## src/rtl/cps_pkg.sv

```systemverilog
package cps_pkg;

  localparam int HDR_BYTES = 16;

  // control byte flag positions
  localparam int CTL_VALID = 0;
  localparam int CTL_DATA  = 2;
  localparam int CTL_IRQ   = 3;

  // address byte flag positions
  localparam int AF_SKIP = 5;
  localparam int AF_END  = 7;

  localparam logic [7:0] RSP_DONE   = 8'h01;
  localparam logic [7:0] RSP_PKTERR = 8'h02;
  localparam logic [7:0] RSP_DEVERR = 8'h08;

  typedef enum logic [2:0] {
    S_IDLE, S_HDR, S_LIST, S_DRAIN, S_FIN, S_SG, S_WAIT, S_RESP
  } cps_state_e;

  // device address: flag bits removed
  function automatic logic [7:0] dev_addr(input logic [7:0] a);
    logic [7:0] r;
    r = a;
    r[AF_SKIP] = 1'b0;
    r[AF_END]  = 1'b0;
    return r;
  endfunction

  // completion code for a packet whose list ended properly
  function automatic logic [7:0] ok_code(input logic derr);
    return derr ? (RSP_DONE | RSP_DEVERR) : RSP_DONE;
  endfunction

endpackage

```

## src/rtl/cps_hdr.sv

```systemverilog
module cps_hdr
  import cps_pkg::*;
#(
  parameter int PTR_W = 32,
  parameter int LEN_W = 8
) (
  input  logic             clk,
  input  logic             rst_n,
  input  logic             cap,
  input  logic [3:0]       idx,
  input  logic [7:0]       din,
  output logic             ctl_valid,
  output logic             ctl_data,
  output logic             ctl_irq,
  output logic [LEN_W-1:0] len,
  output logic [PTR_W-1:0] sg_ptr
);
  localparam int PB = PTR_W / 8;
  localparam int SG_BASE = 8;

  always_ff @(posedge clk or negedge rst_n) begin
    if (!rst_n) begin
      ctl_valid <= 1'b0;
      ctl_data  <= 1'b0;
      ctl_irq   <= 1'b0;
      len       <= '0;
    end else if (cap) begin
      if (idx == 4'd2) begin
        ctl_valid <= din[CTL_VALID];
        ctl_data  <= din[CTL_DATA];
        ctl_irq   <= din[CTL_IRQ];
      end
      if (idx == 4'd3) len <= din[LEN_W-1:0];
    end
  end

  // one lane per pointer byte, little-endian
  for (genvar b = 0; b < PB; b++) begin : g_lane
    always_ff @(posedge clk or negedge rst_n) begin
      if (!rst_n) sg_ptr[8*b +: 8] <= '0;
      else if (cap && idx == 4'(SG_BASE + b)) sg_ptr[8*b +: 8] <= din;
    end
  end

endmodule

```

## src/rtl/cps_regwr.sv

```systemverilog
module cps_regwr
  import cps_pkg::*;
(
  input  logic       clk,
  input  logic       rst_n,
  input  logic       clr,
  input  logic       acc,
  input  logic [7:0] din,
  output logic       end_hit,
  output logic       reg_we,
  output logic [7:0] reg_addr,
  output logic [7:0] reg_wdata
);
  logic       odd;
  logic [7:0] val_q;

  assign end_hit = acc && odd && din[AF_END];

  always_ff @(posedge clk or negedge rst_n) begin
    if (!rst_n) begin
      odd       <= 1'b0;
      val_q     <= '0;
      reg_we    <= 1'b0;
      reg_addr  <= '0;
      reg_wdata <= '0;
    end else begin
      reg_we <= 1'b0;
      if (clr) begin
        odd <= 1'b0;
      end else if (acc) begin
        odd <= !odd;
        if (!odd) begin
          val_q <= din;
        end else begin
          reg_we    <= !din[AF_SKIP];
          reg_addr  <= dev_addr(din);
          reg_wdata <= val_q;
        end
      end
    end
  end

endmodule

```

## src/rtl/cps_fsm.sv

```systemverilog
module cps_fsm
  import cps_pkg::*;
#(
  parameter int LEN_W = 8
) (
  input  logic             clk,
  input  logic             rst_n,
  input  logic             go,
  input  logic             in_valid,
  input  logic             ctl_valid,
  input  logic             ctl_data,
  input  logic [LEN_W-1:0] len,
  input  logic             end_hit,
  input  logic             xfer_done,
  input  logic             dev_err,
  output logic             in_ready,
  output logic             busy,
  output logic             hdr_cap,
  output logic [3:0]       hdr_idx,
  output logic             list_acc,
  output logic             list_clr,
  output logic             sg_valid,
  output logic             resp_we,
  output logic [7:0]       resp_data
);
  localparam int REM_W = LEN_W + 3;
  localparam logic [REM_W-1:0] HDR_LAST = REM_W'(HDR_BYTES - 1);
  localparam logic [REM_W-1:0] ONE      = REM_W'(1);

  cps_state_e       state;
  logic [REM_W-1:0] cnt;
  logic             err;
  logic             acc;

  assign in_ready = (state == S_HDR) || (state == S_LIST) || (state == S_DRAIN);
  assign acc      = in_valid && in_ready;
  assign busy     = (state != S_IDLE);
  assign hdr_cap  = acc && (state == S_HDR);
  assign hdr_idx  = cnt[3:0];
  assign list_acc = acc && (state == S_LIST);
  assign list_clr = (state == S_HDR);
  assign sg_valid = (state == S_SG);
  assign resp_we  = (state == S_RESP);

  always_ff @(posedge clk or negedge rst_n) begin
    if (!rst_n) begin
      state     <= S_IDLE;
      cnt       <= '0;
      err       <= 1'b0;
      resp_data <= '0;
    end else begin
      case (state)
        S_IDLE: if (go) begin
          state <= S_HDR;
          cnt   <= '0;
          err   <= 1'b0;
        end
        S_HDR: if (acc) begin
          if (cnt == HDR_LAST) begin
            if (len == '0) begin
              err   <= 1'b1;
              state <= S_FIN;
            end else begin
              cnt   <= {len, 3'b000};
              err   <= !ctl_valid;
              state <= ctl_valid ? S_LIST : S_DRAIN;
            end
          end else begin
            cnt <= cnt + ONE;
          end
        end
        S_LIST: if (acc) begin
          cnt <= cnt - ONE;
          if (cnt == ONE) begin
            state <= S_FIN;
            if (!end_hit) err <= 1'b1;
          end else if (end_hit) begin
            state <= S_DRAIN;
          end
        end
        S_DRAIN: if (acc) begin
          cnt <= cnt - ONE;
          if (cnt == ONE) state <= S_FIN;
        end
        S_FIN: begin
          if (err) begin
            resp_data <= RSP_PKTERR;
            state     <= S_RESP;
          end else if (ctl_data) begin
            state <= S_SG;
          end else begin
            resp_data <= ok_code(dev_err);
            state     <= S_RESP;
          end
        end
        S_SG: state <= S_WAIT;
        S_WAIT: if (xfer_done) begin
          resp_data <= ok_code(dev_err);
          state     <= S_RESP;
        end
        S_RESP: state <= S_IDLE;
        default: state <= S_IDLE;
      endcase
    end
  end

endmodule

```

## src/rtl/cps_top.sv

```systemverilog
module cps_top
  import cps_pkg::*;
#(
  parameter int PTR_W = 32,
  parameter int LEN_W = 8
) (
  input  logic             clk,
  input  logic             rst_n,
  input  logic             go,
  output logic             busy,
  input  logic             in_valid,
  input  logic [7:0]       in_data,
  output logic             in_ready,
  output logic             reg_we,
  output logic [7:0]       reg_addr,
  output logic [7:0]       reg_wdata,
  output logic             sg_valid,
  output logic [PTR_W-1:0] sg_ptr,
  input  logic             xfer_done,
  input  logic             dev_err,
  output logic             resp_we,
  output logic [7:0]       resp_data,
  output logic             irq
);
  logic             ctl_valid, ctl_data, ctl_irq;
  logic [LEN_W-1:0] len;
  logic             hdr_cap, list_acc, list_clr, end_hit;
  logic [3:0]       hdr_idx;

  cps_hdr #(.PTR_W(PTR_W), .LEN_W(LEN_W)) u_hdr (
    .clk(clk), .rst_n(rst_n), .cap(hdr_cap), .idx(hdr_idx), .din(in_data),
    .ctl_valid(ctl_valid), .ctl_data(ctl_data), .ctl_irq(ctl_irq),
    .len(len), .sg_ptr(sg_ptr)
  );

  cps_regwr u_wr (
    .clk(clk), .rst_n(rst_n), .clr(list_clr), .acc(list_acc), .din(in_data),
    .end_hit(end_hit), .reg_we(reg_we), .reg_addr(reg_addr), .reg_wdata(reg_wdata)
  );

  cps_fsm #(.LEN_W(LEN_W)) u_fsm (
    .clk(clk), .rst_n(rst_n), .go(go), .in_valid(in_valid),
    .ctl_valid(ctl_valid), .ctl_data(ctl_data), .len(len), .end_hit(end_hit),
    .xfer_done(xfer_done), .dev_err(dev_err),
    .in_ready(in_ready), .busy(busy), .hdr_cap(hdr_cap), .hdr_idx(hdr_idx),
    .list_acc(list_acc), .list_clr(list_clr), .sg_valid(sg_valid),
    .resp_we(resp_we), .resp_data(resp_data)
  );

  assign irq = resp_we && ctl_irq;

endmodule

```

## config.mk

```make
export PLATFORM = sky130hd
export DESIGN_NAME = cps_top
export DESIGN_NICKNAME = d
export VERILOG_FILES = /design/src/rtl/cps_pkg.sv /design/src/rtl/cps_hdr.sv /design/src/rtl/cps_regwr.sv /design/src/rtl/cps_fsm.sv /design/src/rtl/cps_top.sv
export SDC_FILE = /design/constraint.sdc
export NUM_CORES = 1
export LEC_CHECK = 0
export BUFFER_PORTS_ARGS = -buffer_cell sky130_fd_sc_hd__buf_4
export CORE_MARGIN = 5
export CORE_UTILIZATION = 50
export CTS_CLUSTER_SIZE = 14
export DETAILED_ROUTE_END_ITERATION = 10
export PLACE_DENSITY = 0.76
export SETUP_SLACK_MARGIN = 0.3
export SLEW_MARGIN = 20
export SYNTH_ARGS = -nofsm -noshare
export SYNTH_HDL_FRONTEND = slang
export SYNTH_SLANG_ARGS = --single-unit
export TNS_END_PERCENT = 5
```

## constraint.sdc

```tcl
create_clock -name clk -period 1.73 [get_ports clk]
set_input_delay 0.0865 -clock clk [delete_from_list [all_inputs] [get_ports clk]]
set_output_delay 0.0865 -clock clk [all_outputs]
set_load 0.005 [all_outputs]
```

# Yosys cells after proc, flatten, opt, wreduce, memory -nomap -nowiden

Cells that the tools add are included.

Logic and storage cells: 118
Bits in registers: 90
Memory bits (read-only): 0
Memories: 0
Bits of input ports: 14
Output and inout bits: 62
Latch bits: 0
Memory bits (writable): 0

Multiplexer cells: 38
Reduce and logical (&&, ||, !) cells: 31
Bitwise gates (word level): 2
Shift-type cells: 0
$lt $le $gt $ge: 0
Divide/modulo/power cells: 0
$mul: 0
Add/sub/neg operators: 2
Equality and inequality tests: 28

Operator list:

| operator              | number |
|---|---|
| $mux 11               | 5 |
| $mux 3                | 11 |
| $pmux 11 s3           | 1 |
| $mux 8                | 3 |
| $pmux 3 s8            | 1 |
| $eq 4x4->1 const B    | 4 |
| $pmux 8 s2            | 1 |
| $mux 1                | 13 |
| $eq 3x3->1 const B    | 4 |
| $add 11x1->11 const B | 1 |
| $eq 11x1->1 const B   | 1 |
| $eq 11x4->1 const B   | 1 |
| $sub 11x1->11 const B | 1 |
| $logic_and 1x1->1     | 10 |
| $ne 2x1->1 const B    | 5 |
| $ne 2x2->1 const B    | 5 |
| $reduce_and 3->1      | 3 |
| $reduce_bool 3->1     | 3 |
| $eq 4x2->1 const B    | 2 |
| $logic_not 8->1       | 1 |
| $reduce_and 8->1      | 1 |
| $reduce_and 7->1      | 1 |
| $eq 3x2->1 const B    | 2 |
| $ne 3x2->1 const B    | 2 |
| 13 further kinds      | 19 |

# Longest topological paths before layout

Gate-level depths: netlist (run 1).

Word-level depth: 11
Mapped depth: 8
Mapped depth without buffers: 7

# By module

Synthesis (run 1) repeated with hierarchy kept, for this count alone.

Cell total of the unflattened synthesis: 372
Area, all modules: 4431.8 um2

Modules (own cells, without submodules):

| module    | cells each | area an instance (um2) | instances |
|---|---|---|---|
| cps_fsm   | 218        | 1798.0                 | 1 |
| cps_hdr   | 97         | 1695.4                 | 1 |
| cps_regwr | 56         | 932.1                  | 1 |
| cps_top   | 1          | 6.3                    | 1 |

# Least setup slack after synthesis (run 1)

OpenSTA, ideal clock, no wires.

Kind: register to register
Start point: register u_fsm.cnt[1]
End point: register u_fsm.state[0]
Slack: -0.107 ns
Arrival: 1.711 ns
Cell stages (with the launch flop): 8
Required time: 1.604 ns
Buffers on the path: 0
Cell sequence: dfrtp_1 -> inv_1 -> ha_1 -> nor3b_1 -> nand4_1 -> a21boi_0 -> nand2_1 -> o32a_1

Cells in the longest elaborated chain, start to end: 4
Elaborated cells on any way between the ends: 9

Ends and longest elaborated chain:

| what                     | line                         | source |
|---|---|---|
| start: declaration       | cps_fsm.sv:31                | `logic [REM_W-1:0] cnt;` |
| start signal: assignment | cps_fsm.sv:64                | `cnt <= {len, 3'b000};` |
| start signal: assignment | cps_fsm.sv:69                | `cnt <= cnt + ONE;` |
| start signal: assignment | cps_fsm.sv:73                | `cnt <= cnt - ONE;` |
| $eq 11x1->1              | cps_fsm.sv:74, cps_fsm.sv:83 |  |
| $mux 3                   | cps_fsm.sv:74                | `if (cnt == ONE) begin` |
| $mux 3                   | cps_fsm.sv:72                | `S_LIST: if (acc) begin` |
| $pmux 3 s8               | cps_fsm.sv:52                | `case (state)` |
| end signal: assignment   | cps_fsm.sv:66                | `state <= ctl_valid ? S_LIST : S_DRAIN;` |
| end: declaration         | cps_fsm.sv:30                | `cps_state_e state;` |

Several ways; a longest one is shown, not always the timed one. The select of a mux whose other input is x is not followed.
A chain may end at the register's enable or synchronous reset.

# Worst setup path in the final report (run 1)

Start point: register u_fsm.cnt[1]
End point: register u_fsm.cnt[3]

Cells in the longest elaborated chain, start to end: 4
Elaborated cells on any way between the ends: 9

Ends and longest elaborated chain:

| what                                         | line                         | source |
|---|---|---|
| $add 11x1->11 or $eq 11x4->1 (tied branches) | cps_fsm.sv:69, cps_fsm.sv:59 |  |
| $mux 11                                      | cps_fsm.sv:59                | `if (cnt == HDR_LAST) begin` |
| $mux 11                                      | cps_fsm.sv:58                | `S_HDR: if (acc) begin` |
| $pmux 11 s3                                  | cps_fsm.sv:52                |  |

Several ways; a longest one is shown, not always the timed one. The select of a mux whose other input is x is not followed.

==> summary.txt, run 1 <==
Pwr
  – Cell Pwr Density: 1850 nW/um2
  – Tot Pwr: 11.1 mW
  – Lkg Pwr: 2.87 nW
  – Largest voltage drop on the vdd net: 0.964 mV

Final layout
  – Fin nets: 527
  – Total of fill cells in the finished design: 550
  – Storage cell area: 2130 um2
  – Commonest non-fill, non-tap cell in the layout: sky130_fd_sc_hd__buf_4
  – Most frequent cells in the layout: sky130_fd_sc_hd__buf_4 (132), sky130_fd_sc_hd__dfrtp_1 (82), sky130_fd_sc_hd__mux2_2 (49), sky130_fd_sc_hd__nor2_1 (18)
  – Core utilization of the finished layout: 72.8%
  – Layout Area Growth over Synthesis: 42.6%
  – Area of the multi-input gates: 2210 um2
  – Antenna fix cells: 0
  – Layout cell share with drive strength beyond 1: 55.3%

Floorplanning
  – Overall die height: 102 um
  – Top-level port count: 76
  – X dimension of the die: 102 um
  – Core footprint: 8220 um2
  – Site Rows: 33
  – Initial standard-cell utilization of the core: 51.1%
  – Overall die area: 10300 um2

CTS
  – Clock transition time at the flip-flop clock pins of the worst setup and hold paths: 0.10 ns
  – Worst skew pair latency: 0.37 ns
  – Clock tree from TritonCTS: built
  – Number of sinks on the clock net: 85
  – Number of buffers on the longest clock path: 2
  – Total CTS buffers: 9
  – Master cell of the clock root buffer: sky130_fd_sc_hd__clkbuf_8
  – Count of H-tree levels built during CTS: 3

Timing
  – Final setup skew: 0.00843 ns
  – Slew Limit Fails: 0
  – Endpoints failing setup: 26
  – Achievable Freq: 534 MHz
  – Final-report hold violation count: 0
  – Tcrit/Tclk final: 108%
  – Unrepaired setup endpoints after global routing: yes
  – Setup slack of the critical path after layout: -0.141 ns
  – Fin crit period: 1.87 ns

Global route
  – GRT Max-Usage Layer: met2
  – Met2 routing resource usage after global routing: 39.4%
  – Largest net degree at the start of global routing: 62
  – GR Util met3: 6.47%
  – Vias in the first global route: 3755
  – Global-route wire length before repair: 19500 um
  – GRT met1 Usage: 32.0%
  – Global routing usage summed across all routing layers: 24.4%
  – Antenna violations before repair: 0
  – Congestion Overflow GR: 0

Synth
  – Cell types with the largest area share after synthesis: sky130_fd_sc_hd__dfrtp_1 (51%), sky130_fd_sc_hd__mux2_2 (17%), sky130_fd_sc_hd__o21ai_0 (2.1%)
  – Mean Syn Cell Area: 11.5 um2
  – Register bit count reported by yosys: 85
  – Number of synthesis warnings: 0
  – Proportion of synthesized chip area in sequential cells: 50.7%
  – Number of flops mapped to enable cells by yosys: 0
  – Count of cell types in the netlist: 54
  – Instance count of the mapped netlist: 365
  – Combined area of all synthesized cells: 4200 um2
  – Primary FF master, synth: sky130_fd_sc_hd__dfrtp_1
  – Area leader, netlist: sky130_fd_sc_hd__dfrtp_1
  – Share of synthesized flip-flops with an asynchronous set or reset: 100%
  – Yosys top cell area share: 50.7%

Worst setup path
  – Worst-path maximum fanout: 15
  – CP cell instances: buf_4 -> ha_4 -> and3_4 -> nand4_1 -> o21ai_2 -> buf_12 -> a221oi_2 -> o22ai_1
  – Worst-path cell with the longest stage delay: sky130_fd_sc_hd__dfrtp_2
  – Endpoint class of the critical path: register
  – Type of origin of the critical path: register
  – Data required, critical path: 1.97 ns
  – R2R cell count: 8
  – CP peak stage delay: 0.46 ns
  – Data arrival time of the critical path: 2.11 ns
  – Crit path kind: register to register

Detailed routing
  – Remaining DRCs: 0
  – Routed wire per std cell: 20.4 um
  – Number of detailed-route iterations in the first pass: 4
  – Antenna-violating nets left: 0
  – Routed via count: 3654
  – Starting DRT DRC Count: 243
  – Final WL: 12600 um
  – Avg Vias per Cell: 5.90

Placed design
  – IO Port Bufs: 68
  – Estimated wirelength of the detail-placed design: 8120 um
  – Final weighted congestion in routability-driven placement: 0.907
  – Setup slack at placement: -0.194 ns

Hold path
  – Number of stages on the worst hold path: 2
  – HP Class: input pin to register

Outcome
  – Run status: complete, but fails checks
  – Violated checks: negative setup slack

Run
  – Maxcap violations: 0
[final timing paths]
kind / slack, ns / end / start
setup / recovery: -0.14 / u_fsm.cnt[3] / u_fsm.cnt[1]
hold / removal: 0.04 / u_wr.reg_addr[6] / in_data[6]
setup reg to reg: -0.14 / u_fsm.cnt[3] / u_fsm.cnt[1]
hold reg to reg: 0.49 / u_fsm.resp_data[0] / u_fsm.resp_data[0]
max in group asynchronous: 0.92 / u_fsm.state[0] / rst_n
min in group asynchronous: 0.16 / u_fsm.cnt[7] / rst_n
[state kept, by name, indices dropped and copies added (netlist names)]
name             flops
u_hdr.sg_ptr        32
u_fsm.cnt           11
u_hdr.len            8
u_wr.reg_wdata       8
u_wr.val_q           8
u_wr.reg_addr        6
u_fsm.resp_data      3
u_fsm.state          3
u_fsm.err            1
u_hdr.ctl_data       1
u_hdr.ctl_irq        1
u_hdr.ctl_valid      1
u_wr.odd             1
u_wr.reg_we          1
[power by group]
part	switching, mW	total [mW]	internal, mW	leakage (nW)
Clock	0.846	1.55	0.704	0.105
Sequential	0.628	3.41	2.78	1.11
Combinational	2.82	6.10	3.28	1.66
Total	4.29	11.1	6.77	2.87
[cell type report]
cell class | instances | share of cell area (%)
Sequential cell | 85 | 35.6
Clock inverter | 7 | 1.44
Clock buffer | 9 | 2.07
Multi-Input combinational cell | 251 | 36.9
Tap cell | 105 | 2.20
Timing Repair Buffer | 153 | 21.2
Inverter | 9 | 0.606
[Yosys cell counts (6+ instances only)]
library cell and instances:
sky130_fd_sc_hd__a21oi_1 17, sky130_fd_sc_hd__a31oi_1 6, sky130_fd_sc_hd__buf_2 12, sky130_fd_sc_hd__buf_4 10, sky130_fd_sc_hd__dfrtp_1 85, sky130_fd_sc_hd__inv_1 9, sky130_fd_sc_hd__mux2_2 65, sky130_fd_sc_hd__nand2_1 17
sky130_fd_sc_hd__nand3_1 9, sky130_fd_sc_hd__nor2_1 22, sky130_fd_sc_hd__nor3_1 13, sky130_fd_sc_hd__o21ai_0 18
[layer usage]
layer / up-vias / routed length (um)
met5: - / 0
li1: 1616 / -
met1: 1822 / 5020
met2: 178 / 6210
met4: 0 / 390
met3: 38 / 991
[cell families after synthesis]
| family | synth area share [%] |
|---|---|
| muxes | 17.9 |
| DFF | 50.7 |
| AOI/OAI and AO/OA | 11.3 |
| buffers and inverters | 4.38 |
| xor gates and xnor gates | 0.417 |
| adders and majority gates | 1.19 |
| and+or+nand+nor | 14.0 |
| other | 0.0894 |
[worst max-delay path, delay by kind of cell (launching register included)]
family	cells	cell delay [ns]
adder cells (fa/ha/maj)	1	0.18
AND/OR/NAND/NOR	2	0.34
flip-flops	1	0.46
buffers and inverters	2	0.32
AO/OA/AOI/OAI	3	0.44
[per-stage QoR]
step / instances / area (um2) / hold WS (ns) / TNS (ns)
2_1_floorplan: 371 / 4230 / -0.209 / -0.778
3_3_place_gp: 588 / 5310 / 0.0122 / -1.66
3_5_place_dp: 588 / 5310 / 0.0161 / -2.43
4_1_cts: 612 / 5750 / 0.0199 / -0.739
5_1_grt: 619 / 5980 / 0.0265 / -3.43
6_report: 619 / 5980 / 0.0354 / -1.46
[timing repair]
item / CTS / global route
resized for setup: 50 / 39
setup buffers: 5 / 6
cloned: 0 / 1
hold buffers: 3 / 0
endpoints found under the setup margin: 85 / 86
pin swaps: 8 / 13
hold endpoints to repair: 26 / 0
(Power assumes the default switching activity.)
==> run 2: changes to the inputs <==
Settings changed: PLACE_DENSITY 0.76 to 0.72.
==> run 2 against run 1 <==
- non-clock buffer count decreased by 7
- final area decreased by 1.6%
- flip-flop and latch count unchanged
- utilization shrank 1.2 points
- first-iteration DRC count is 36% lower
- via count down 4.7%
- largest cell class unchanged
- critical endpoint unchanged
- fmax increased by 2.7%
- global-route usage fell by 1.2 points
- register-to-register slack gained 0.05 ns
- the run still ends with negative setup slack left
==> summary.txt, run 2 (synthesized netlist as in run 1, its figures left out) <==
Final layout
  – Commonest non-fill, non-tap cell in the layout: sky130_fd_sc_hd__buf_4 (unchanged)
  – Most frequent cells in the layout: sky130_fd_sc_hd__buf_4 (131), sky130_fd_sc_hd__dfrtp_1 (83), sky130_fd_sc_hd__mux2_2 (33), sky130_fd_sc_hd__mux2_4 (32), sky130_fd_sc_hd__nor2_1 (18) (was sky130_fd_sc_hd__buf_4 (132), sky130_fd_sc_hd__dfrtp_1 (82), sky130_fd_sc_hd__mux2_2 (49), sky130_fd_sc_hd__nor2_1 (18))
  – Layout cell share with drive strength beyond 1: 53.5% (was 55.3%)
  – Antenna fix cells: 0 (unchanged)
  – Flip-flop count of the largest register, all copies and words added: 32 (unchanged)
  – Storage cell area: 2130 um2 (about the same)
  – Leading registers by flop count: u_hdr.sg_ptr: 32 flops, u_fsm.cnt: 11 flops (unchanged)
  – Register bank with the most flops: u_hdr.sg_ptr (unchanged)
  – Total of fill cells in the finished design: 602 (was 550)
  – Fin nets: 520 (was 527)
  – Layout Area Growth over Synthesis: 40.3% (was 42.6%)
  – Non-Filler Cell Area, Final: 5890 um2 (was 5980 um2)
  – Area of the multi-input gates: 2220 um2 (was 2210 um2)

Worst setup path
  – Data required, critical path: 1.99 ns (was 1.97 ns)
  – Data arrival time of the critical path: 2.08 ns (was 2.11 ns)
  – Endpoint class of the critical path: register (unchanged)
  – Worst-path maximum fanout: 5 (was 15)
  – Crit path kind: register to register (unchanged)
  – Type of origin of the critical path: register (unchanged)
  – Crit path launch: u_fsm.cnt[7] (was u_fsm.cnt[1])
  – Launch instance of the worst register-to-register path: u_fsm.cnt[7] (was u_fsm.cnt[1])

Floorplanning
  – Core footprint: 8220 um2 (unchanged)
  – Overall die height: 102 um (unchanged)
  – Overall die area: 10300 um2 (unchanged)
  – Top-level port count: 76 (unchanged)
  – X dimension of the die: 102 um (unchanged)
  – Initial standard-cell utilization of the core: 51.1% (unchanged)
  – Site Rows: 33 (unchanged)

Pwr
  – Largest voltage drop on the vdd net: 0.936 mV (was 0.964 mV)
  – Tot Pwr: 10.4 mW (was 11.1 mW)
  – Cell Pwr Density: 1770 nW/um2 (was 1850 nW/um2)
  – Lkg Pwr: 2.87 nW (about the same)

Outcome
  – Violated checks: negative setup slack (unchanged)
  – Run status: complete, but fails checks (unchanged)

Global route
  – Vias in the first global route: 3603 (was 3755)
  – Congestion Overflow GR: 0 (unchanged)
  – Largest net degree at the start of global routing: 39 (was 62)
  – Global routing usage summed across all routing layers: 23.2% (was 24.4%)
  – Global-route wire length before repair: 18600 um (was 19500 um)
  – Antenna violations before repair: 0 (unchanged)

CTS
  – Clock transition time at the flip-flop clock pins of the worst setup and hold paths: 0.10 ns (about the same)
  – Number of sinks on the clock net: 85 (unchanged)
  – Number of buffers on the longest clock path: 2 (unchanged)
  – Worst skew pair latency: 0.36 ns (was 0.37 ns)
  – Total CTS buffers: 9 (unchanged)
  – Master cell of the clock root buffer: sky130_fd_sc_hd__clkbuf_8 (unchanged)
  – Count of H-tree levels built during CTS: 3 (unchanged)
  – Clock tree from TritonCTS: built (unchanged)

Run
  – Maxcap violations: 0 (unchanged)

Timing
  – Fin crit period: 1.82 ns (was 1.87 ns)
  – Final-report hold violation count: 0 (unchanged)
  – Slew Limit Fails: 0 (unchanged)
  – Achievable Freq: 549 MHz (was 534 MHz)
  – Tcrit/Tclk final: 105% (was 108%)
  – Endpoints failing setup: 23 (was 26)
  – Final setup skew: 0.0150 ns (was 0.00843 ns)
  – Unrepaired setup endpoints after global routing: yes (unchanged)
  – Setup slack of the critical path after layout: -0.0924 ns (was -0.141 ns)

Detailed routing
  – Starting DRT DRC Count: 156 (was 243)
  – Final WL: 11800 um (was 12600 um)
  – Remaining DRCs: 0 (unchanged)
  – Antenna-violating nets left: 0 (unchanged)
  – Routed via count: 3483 (was 3654)
  – Avg Vias per Cell: 5.69 (was 5.90)
  – Number of detailed-route iterations in the first pass: 5 (was 4)
  – Routed wire per std cell: 19.2 um (was 20.4 um)

Placed design
  – IO Port Bufs: 68 (unchanged)
  – Estimated wirelength of the detail-placed design: 8150 um (was 8120 um)
  – Final weighted congestion in routability-driven placement: 0.887 (was 0.907)
  – Placed cell areas: 5300 um2 (was 5310 um2)

Hold path
  – HP Class: input pin to register (unchanged)
  – Beginning of the worst hold path: in_data[2] (was in_data[6])
-- run 2: changes by cell type in the layout (fill, tap and decap cells not counted), moves of 3 or more --
cell                      change
sky130_fd_sc_hd__mux2_2      -16
sky130_fd_sc_hd__mux2_4      +16
sky130_fd_sc_hd__buf_6        -3
sky130_fd_sc_hd__o21ai_2      -3
-- run 2: what timing repair did --
| item | in CTS | in global routing |
|---|---|---|
| endpoints found under the setup margin | 87 | 87 |
| pin swaps | 11 | 9 |
| resized for setup | 54 | 38 |
| hold endpoints to repair | 37 | 0 |
| setup buffers | 1 | 3 |
| hold buffers | 3 | 0 |
-- run 2: worst paths after layout --
kind / to / slack (ns) / cells after the start
setup / recovery: u_fsm.cnt[3] / -0.09 / 7
hold reg to reg: u_fsm.resp_data[0] / 0.51 / 1
hold / removal: u_hdr.ctl_data / 0.05 / 2
max in group asynchronous: u_fsm.cnt[0] / 0.90 / 3
setup reg to reg: u_fsm.cnt[3] / -0.09 / 7
min in group asynchronous: u_fsm.cnt[9] / 0.23 / 2
-- run 2: area by class of cell --
type / count / share of cell area [%]
clock buffer: 9 / 2.10
timing repair buffer: 146 / 20.1
multi-input combinational: 251 / 37.8
clock inverter: 7 / 1.04
inverter: 9 / 0.574
sequential: 85 / 36.2
tap: 105 / 2.23
-- run 2: power breakdown --
group          leakage, nW  total, mW  switching (mW)  internal, mW
registers             1.11       3.40           0.619          2.78
clock network       0.0846       1.31           0.770         0.538
logic                 1.68       5.69            2.57          3.12
total                 2.87       10.4            3.96          6.44
-- run 2: layer usage --
metal | GRT usage (%) | vias to the layer above | wire (um)
met2 | 37.8 | 130 | 5900
li1 | - | 1599 | -
met1 | 30.3 | 1736 | 4840
met4 | 6.54 | 0 | 167
met5 | 0 | - | 0
met3 | 6.61 | 18 | 854
-- run 2: worst max-delay path, stage by stage (launching register included) --
cell	delay, ns
sky130_fd_sc_hd__dfrtp_1	0.44
sky130_fd_sc_hd__nor4_4	0.28
sky130_fd_sc_hd__buf_4	0.18
sky130_fd_sc_hd__buf_4	0.11
sky130_fd_sc_hd__nand2_1	0.05
sky130_fd_sc_hd__nor3_1	0.32
sky130_fd_sc_hd__a211oi_1	0.14
sky130_fd_sc_hd__o22ai_1	0.19
-- run 2: stage by stage --
step | hold slack (ns) | TNS [ns] | utilization [%] | setup WS [ns] | std cells
2_1_floorplan | -0.209 | -0.778 | - | -0.0735 | 371
3_3_place_gp | 0.0716 | -4.62 | 64.5 | -0.171 | 589
3_5_place_dp | 0.0786 | -5.91 | 64.5 | -0.200 | 589
4_1_cts | 0.0377 | -1.03 | 69.6 | -0.0676 | 609
5_1_grt | 0.0410 | -3.50 | 71.6 | -0.165 | 612
6_report | 0.0515 | -1.04 | 71.6 | -0.0924 | 612
